--- config.mk ---
export PLATFORM = sky130hd
export DESIGN_NAME = dds_sincos_gen
export DESIGN_NICKNAME = d
export VERILOG_FILES = /design/src/rtl/dds_pkg.sv /design/src/rtl/dds_tuning_reg.sv /design/src/rtl/dds_phase_acc.sv /design/src/rtl/dds_sine_rom.sv /design/src/rtl/dds_sincos_gen.sv
export SDC_FILE = /design/constraint.sdc
export NUM_CORES = 1
export LEC_CHECK = 0
export BUFFER_PORTS_ARGS = -buffer_cell sky130_fd_sc_hd__buf_2
export CORE_UTILIZATION = 61
export DETAILED_ROUTE_END_ITERATION = 10
export PLACE_DENSITY = 0.88
export SLEW_MARGIN = 20
export SYNTH_ARGS = -nofsm -noshare
export SYNTH_HDL_FRONTEND = slang
export SYNTH_SLANG_ARGS = --single-unit
export TNS_END_PERCENT = 30
--- constraint.sdc ---
create_clock -name clk -period 3.72 [get_ports clk]
set_input_delay 0.744 -clock clk [delete_from_list [all_inputs] [get_ports clk]]
set_output_delay 0.744 -clock clk [all_outputs]
set_load 0.1 [all_outputs]
--- src/rtl/dds_pkg.sv ---
package dds_pkg;

  localparam real TWO_PI = 6.283185307179586;
  localparam real PI     = 3.141592653589793;

  // Biased sine code for table entry idx of a 2^addr_w table.
  function automatic int sine_code(input int idx, input int addr_w, input int data_w);
    int  depth;
    real x, term, s, full, v;
    depth = 1 << addr_w;
    full  = real'((1 << data_w) - 1);
    if ((idx % (depth / 2)) == 0)
      return 1 << (data_w - 1);
    x = TWO_PI * real'(idx) / real'(depth);
    if (x > PI) x = x - TWO_PI;
    term = x;
    s    = x;
    for (int k = 1; k < 14; k++) begin
      term = -term * x * x / real'((2 * k) * (2 * k + 1));
      s    = s + term;
    end
    v = (s + 1.0) * full / 2.0 + 0.5;
    if (v < 0.0) v = 0.0;
    if (v > full) v = full;
    return $rtoi(v);
  endfunction

endpackage

--- src/rtl/dds_tuning_reg.sv ---
module dds_tuning_reg #(
  parameter int ACC_W = 24
) (
  input  logic             clk,
  input  logic             rst,
  input  logic             load,
  input  logic [ACC_W-1:0] word,
  output logic [ACC_W-1:0] inc,
  output logic             clipped
);
  localparam logic [ACC_W-1:0] HALF = ACC_W'(1) << (ACC_W - 1);

  logic             over;
  logic [ACC_W-1:0] inc_q;
  logic             clip_q;

  assign over = (word > HALF);

  always_ff @(posedge clk) begin
    if (rst) begin
      inc_q  <= '0;
      clip_q <= 1'b0;
    end else if (load) begin
      inc_q  <= over ? HALF : word;
      clip_q <= over;
    end
  end

  assign inc     = inc_q;
  assign clipped = clip_q;

  p_clip_sat_r6: assert property (@(posedge clk) disable iff (rst)
    (load && (word > HALF)) |=> (clipped && inc == HALF));
  p_pass_word_r6: assert property (@(posedge clk) disable iff (rst)
    (load && (word <= HALF)) |=> (!clipped && inc == $past(word)));
  p_hold_inc_r5: assert property (@(posedge clk) disable iff (rst)
    !load |=> ($stable(inc) && $stable(clipped)));

endmodule

--- src/rtl/dds_phase_acc.sv ---
module dds_phase_acc #(
  parameter int ACC_W = 24
) (
  input  logic             clk,
  input  logic             rst,
  input  logic             clr,
  input  logic [ACC_W-1:0] inc,
  output logic [ACC_W-1:0] phase
);
  logic [ACC_W-1:0] phase_q;

  always_ff @(posedge clk) begin
    if (rst || clr) phase_q <= '0;
    else            phase_q <= phase_q + inc;
  end

  assign phase = phase_q;

  p_step_r1: assert property (@(posedge clk) disable iff (rst)
    !clr |=> (phase == ACC_W'($past(phase) + $past(inc))));
  p_clear_r7: assert property (@(posedge clk) disable iff (rst)
    clr |=> (phase == '0));

endmodule

--- src/rtl/dds_sine_rom.sv ---
module dds_sine_rom #(
  parameter int ADDR_W = 8,
  parameter int DATA_W = 8
) (
  input  logic              clk,
  input  logic              rst,
  input  logic [ADDR_W-1:0] sin_addr,
  output logic [DATA_W-1:0] sin_data,
  output logic [DATA_W-1:0] cos_data,
  output logic              valid
);
  import dds_pkg::*;

  localparam int DEPTH = 1 << ADDR_W;
  localparam logic [ADDR_W-1:0] QUARTER = ADDR_W'(DEPTH / 4);

  logic [DATA_W-1:0] rom [DEPTH];
  logic [ADDR_W-1:0] cos_addr;
  logic [DATA_W-1:0] sin_q, cos_q;
  logic              valid_q;

  initial begin
    for (int i = 0; i < DEPTH; i++)
      rom[i] = DATA_W'(sine_code(i, ADDR_W, DATA_W));
  end

  assign cos_addr = sin_addr + QUARTER;

  always_ff @(posedge clk) begin
    if (rst) begin
      sin_q   <= '0;
      cos_q   <= '0;
      valid_q <= 1'b0;
    end else begin
      sin_q   <= rom[sin_addr];
      cos_q   <= rom[cos_addr];
      valid_q <= 1'b1;
    end
  end

  assign sin_data = sin_q;
  assign cos_data = cos_q;
  assign valid    = valid_q;

  p_valid_stays_r4: assert property (@(posedge clk) disable iff (rst)
    valid |=> valid);
  p_valid_rises_r4: assert property (@(posedge clk) disable iff (rst)
    !valid |=> valid);

endmodule

--- src/rtl/dds_sincos_gen.sv ---
module dds_sincos_gen #(
  parameter int ACC_W  = 24,
  parameter int ADDR_W = 8,
  parameter int DATA_W = 8
) (
  input  logic              clk,
  input  logic              rst,
  input  logic              tune_load,
  input  logic [ACC_W-1:0]  tune_word,
  input  logic              phase_clr,
  output logic [DATA_W-1:0] sin_out,
  output logic [DATA_W-1:0] cos_out,
  output logic              sample_valid,
  output logic              tune_clipped
);
  logic [ACC_W-1:0]  inc;
  logic [ACC_W-1:0]  phase;
  logic [ADDR_W-1:0] addr;

  dds_tuning_reg #(.ACC_W(ACC_W)) u_tune (
    .clk(clk), .rst(rst), .load(tune_load), .word(tune_word),
    .inc(inc), .clipped(tune_clipped)
  );

  dds_phase_acc #(.ACC_W(ACC_W)) u_acc (
    .clk(clk), .rst(rst), .clr(phase_clr), .inc(inc), .phase(phase)
  );

  assign addr = phase[ACC_W-1 -: ADDR_W];

  dds_sine_rom #(.ADDR_W(ADDR_W), .DATA_W(DATA_W)) u_rom (
    .clk(clk), .rst(rst), .sin_addr(addr),
    .sin_data(sin_out), .cos_data(cos_out), .valid(sample_valid)
  );

  p_reset_state_r8: assert property (@(posedge clk)
    rst |=> (!sample_valid && !tune_clipped && sin_out == '0 && cos_out == '0));

  initial begin
    assert (ACC_W >= ADDR_W && ADDR_W >= 2);
  end

endmodule

### After elaboration in Yosys (flattened, before gate mapping)

Memories as Yosys holds them, arrays and structs flattened. A register that Yosys moved wholly into a read port is not among the register bits.
Index checks and enable logic that the tools add are counted.

| storage, ports and cells | value |
|---|---|
| register bits | 50 |
| latch bits | 0 |
| bits in writable memories | 0 |
| memory bits (read-only) | 2048 |
| input port bits | 28 |
| output and inout bits | 18 |
| logic and storage cells | 11 |
| memories kept | 1 |

Memory list:

| memory | words | width | rd ports | clocked after Yosys merged registers in | wr ports | line | RTL |
|---|---|---|---|---|---|---|---|
| u_rom.rom | 256 | 8 | 2 | 2 | 0 | dds_sine_rom.sv:17 | `logic [DATA_W-1:0] rom [DEPTH];` |

| cells by class | value |
|---|---|
| add/sub/neg operators | 2 |
| multipliers | 0 |
| divide/modulo/power cells | 0 |
| magnitude comparators | 1 |
| eq/ne operators | 0 |
| shift operators | 0 |
| mux-type cells | 2 |
| bitwise gates (word level) | 0 |
| reduce and logical (&&, ||, !) cells | 1 |

Operators with widths:

| kind | number |
|---|---|
| adder 24 bit | 1 |
| greater-than comparator 24 bit (second input constant) | 1 |
| two-way mux 24 bit | 1 |
| adder 8 x 7 -> 8 bit (second input constant) | 1 |
| logical OR 1 bit | 1 |
| two-way mux 1 bit | 1 |

### Longest topological paths before layout

| logic depth | value |
|---|---|
| depth after elaboration | 2 |
| gate-level depth with buffers | 10 |
| gate-level depth less buffers | 9 |

### Hierarchy

A second synthesis with hierarchy kept.

| unflattened totals | value |
|---|---|
| cell total of the unflattened synthesis | 742 |
| area, all modules | 5694.2 um2 |

By module, submodules not included:

| module | times used | cells each | area an instance (um2) | seq. area each (um2) |
|---|---|---|---|---|
| dds_sine_rom | 1 | 390 | 2721.4 | 340.3 |
| dds_phase_acc | 1 | 235 | 1898.1 | 480.5 |
| dds_tuning_reg | 1 | 117 | 1074.8 | 500.5 |

### Worst setup path before layout

OpenSTA, ideal clock, no wires.

| timing path | value |
|---|---|
| path kind | register -> register |
| start point | reg u_acc.phase_q[17] (netlist: u_acc.phase[17]) |
| end point | reg u_rom.cos_q[1] (netlist: u_rom.cos_data[1]) (read register of u_rom.rom) |
| setup time | 65 ps |
| arrival time | 2557 ps |
| data required time | 3655 ps |
| setup slack | 1098 ps |
| cell stages (with the launch flop) | 11 |
| buffers on the path | 2 |
| clock period less this slack | 2622 ps |
| path through | dfxtp_1 > clkbuf_1 > inv_1 > ha_1 > clkbuf_1 > nand2b_1 > a21oi_1 > a311o_1 > a22o_1 > mux4_2 > nor2_1 |

| between the ends | value |
|---|---|
| word-level cells in the longest chain between the ends | 1 |

Ends and longest elaborated chain:

| element | line | RTL |
|---|---|---|
| start: declaration | dds_phase_acc.sv:10 | `logic [ACC_W-1:0] phase_q;` |
| start signal: assignment | dds_phase_acc.sv:14 | `else phase_q <= phase_q + inc;` |
| adder 8 x 7 -> 8 bit | dds_sine_rom.sv:27 | `assign cos_addr = sin_addr + QUARTER;` |
| end: declaration | dds_sine_rom.sv:19 | `logic [DATA_W-1:0] sin_q, cos_q;` |

No other way between the ends.
A chain may end at the register's enable or synchronous reset.

### Worst setup path in the final report

| timing path | value |
|---|---|
| start point | reg u_acc.phase_q[16] (netlist: u_acc.phase[16]) |
| end point | reg u_rom.cos_q[2] (netlist: u_rom.cos_data[2]) (read register of u_rom.rom) |

Same word-level chain as after synthesis.

==> metrics.md <==
| Metric | Value |
|---|---|
| Status | completed |
| Post-synthesis mux area share | 3.98% |
| Root buf cell | clkbuf_8 |
| Mapped Area | 0.00532 mm^2 |
| Total Die Area | 0.00909 mm^2 |
| Pin count of the biggest net entering global routing | 52 |
| Synth Flop Type | dfxtp_1 |
| Critical path data arrival time | 3210 ps |
| Startpoint Class | flop |
| Antenna Nets Post-Route | 0 |
| Sequential area share after synthesis | 24.9% |
| Initial antenna violation count | 0 |
| Wirelength per Cell | 20.3 um |
| Vias in the first global route | 5,127 |
| Min Hold Slack | 501 ps |
| Post-synthesis compound-gate area fraction | 29.8% |
| GR Util All Layers | 38.0% |
| Reg area | 0.00132 mm^2 |
| Seq cells post-synth | 66 |
| Slew @ Worst Pin | 933 ps |
| Placed Instances | 809 |
| IO Count | 46 |
| Post-Route Skew | 12.2 ps |
| Synth Instances | 701 |
| Rows | 33 |
| Multi-input logic area | 0.00368 mm^2 |
| Pins over their slew limit | 0 |
| Worst Reg-to-Reg Cells | 8 |
| Max-Cap Viols | 0 |
| Clock edge transition at the registers on the reported setup and hold paths | 70 ps |
| Area share of fa/ha/maj cells after synthesis | 9.79% |
| # fillers | 685 |
| Starting Density | 63.7% |
| Final Wtd Congestion | 0.967 |
| Max IR drop VDD | 0.232 mV |
| Worst hold stages | 2 |
| P_leak | 0.00226 uW |
| Clock sink count | 66 |
| Mapped Avg Cell Area | 7.58 um^2 |
| Setup Viol. Count Final | 0 |
| Number of synthesized flops with an enable pin | 0 |
| Clk_lat worst skew | 350 ps |
| PostCTS Resize Cnt | 0 |
| Relative slew slack | 37.8% |
| CTS H-tree depth | 3 |
| # diodes | 0 |
| Iteration-0 DRC Markers | 460 |
| Routed Wire Length | 16.8 mm |
| DRC viols | 0 |
| Total gr overflow | 0 |
| CTS hold repair buffers | 0 |
| Core area | 0.00834 mm^2 |
| Asr flop ratio synth | 0% |
| Synth-to-Final Area Change | 7.51% |
| Share of cells above drive strength 1 | 11.9% |
| Clock Path Buffers | 2 |
| Largest fanout on the critical path | 14 |
| Minimum clock period | 2940 ps |
| Crit Path Class | flop to flop |
| Final Hold Viols | 0 |
| TritonCTS Buffers | 9 |
| Pwr dens | 312 mW/mm^2 |
| Global-route wire length before repair | 26.3 mm |
| CP required | 3990 ps |
| Simple-gate share of the synthesized area | 22.9% |
| NumNets Final | 784 |
| Final Cycle Share | 79.1% |
| Port Buf Inserts | 45 |
| F_max | 0.340 GHz |
| Final HPWL DP | 12.2 mm |
| DR vias/cell | 6.84 |
| Die Y | 95.4 um |
| RSZ-0062 raised after global routing | false |
| Die width | 95.4 um |
| Setup Fix Bufs, Post-CTS | 0 |
| Clock tree from TritonCTS | yes |
| Via count | 5,644 |
| Router iterations before antenna repair | 5 |
| Synth Area in XOR/XNOR | 2.80% |
| Post-Layout Cell Count | 825 |
| Fin Setup TNS | 0 ps |
| Hold Crit Class | flop to flop |
| Synth warn | 0 |
| CP endpoint kind | flop |
| Library cells used by synthesis | 71 |
| Largest family of logic cells by synthesized area | compound AO/OA/AOI/OAI gates |
| Syn nets | 770 |
==> routing by layer <==
metal,global-route usage [%],wire length (um)
met3,7.18,1700
met5,0,0
met4,13.3,344
met2,58.2,7400
met1,53.0,7350
==> placed cells by master (no fill, tap or decap), drive strengths merged, types with 5 or more instances in the layout <==
cell type,instances
a22oi,26
a311oi,5
a21oi,64
o31ai,8
a211oi,14
nor4,6
inv,15
o311ai,7
and2,8
xor2,6
a21o,5
nand2b,22
nor3,17
o21ai,44
or3,6
o211ai,7
xnor2,11
clkbuf,11
buf,54
nor2b,13
a31oi,6
clkinv,5
dfxtp,66
nor2,89
ha,40
nand4,5
or2,5
mux2i,11
nand3,15
nand2,61
o22ai,7
==> synth_stat cells (all sizes together), types with 3 or more instances <==
cell    number  share of area, %
nor2        89               6.3
dfxtp       66                25
a21oi       64               6.0
nand2       61               4.3
o21ai       44               4.1
ha          40               9.4
clkbuf      29               2.0
a22oi       26               3.7
buf         22               2.6
nand2b      22               2.7
nor3        17               1.6
inv         15               1.1
nand3       15               1.4
a211oi      14               2.0
nor2b       13               1.5
mux2i       11               2.1
xnor2       11               1.8
and2         8              0.94
o31ai        8               1.1
o211ai       7              0.99
o22ai        7              0.82
o311ai       7               1.2
a31oi        6              0.82
nor4         6              0.71
or3          6              0.71
xor2         6              0.99
a21o         5              0.71
a311oi       5              0.82
nand4        5              0.59
or2          5              0.59
a221oi       4              0.78
a32oi        4              0.66
mux4         4               1.7
nor3b        4              0.66
o32ai        4              0.66
a22o         3              0.49
a32o         3              0.56
o21bai       3              0.42
o221ai       3              0.49
o31a         3              0.49
==> cell families after synthesis <==
family	Yosys count
simple gates	257
compound gates	236
buf+inv	68
flops	66
fa+ha+maj	41
xor+xnor	17
mux	16
==> through the flow <==
| stage | util, % | worst slack [ps] | total power [uW] | instance area, um^2 |
|---|---|---|---|---|
| 2_1_floorplan | - | 1100 | 1030 | 5320 |
| 3_3_place_gp | 66.0 | 1020 | 1110 | 5510 |
| 3_5_place_dp | 66.0 | 903 | 1110 | 5510 |
| 4_1_cts | 68.5 | 858 | 1770 | 5720 |
| 5_1_grt | 68.5 | 622 | 1840 | 5720 |
| 6_report | 68.5 | 778 | 1780 | 5720 |
==> report_power, final <==
part | internal [uW] | leakage, uW | switching (uW)
Clock | 377 | 0.000107 | 295
Sequential | 735 | 0.000540 | 25.7
Combinational | 102 | 0.00162 | 247
Total | 1210 | 0.00226 | 567
==> layout make-up <==
| cell class | instances | share of cell area, % |
|---|---|---|
| Clock buffer | 11 | 2.30 |
| Clock inverter | 5 | 1.38 |
| Inverter | 17 | 1.12 |
| Multi-Input combinational cell | 567 | 64.4 |
| Sequential cell | 66 | 23.1 |
| Tap cell | 105 | 2.30 |
| Timing Repair Buffer | 54 | 5.34 |
==> flip-flops by register name, summed over array words and instances (netlist names) <==
signal and count:
u_tune.clipped 1, u_acc.phase 24, u_rom.sin_data 8, u_rom.cos_data 8
u_rom.valid 1, u_tune.inc 24
==> critical path: stages (launching register included) <==
cell,delay [ps]
dfxtp_1,670
inv_1,240
ha_1,510
or2_1,340
a31oi_2,240
a22o_1,200
a221oi_2,50
mux4_2,500
nor2_1,110
==> worst paths after layout <==
check	from	end	slack, ps
worst max register to register	u_acc.phase[16]$_SDFF_PP0_	u_rom.cos_data[2]$_SDFF_PP0_	780
worst min-delay path	u_tune.clipped$_SDFFE_PP0P_	u_tune.clipped$_SDFFE_PP0P_	500
worst max-delay path	u_acc.phase[16]$_SDFF_PP0_	u_rom.cos_data[2]$_SDFF_PP0_	780
worst min register to register	u_tune.clipped$_SDFFE_PP0P_	u_tune.clipped$_SDFFE_PP0P_	500
Power figures use the tool's default switching activity.
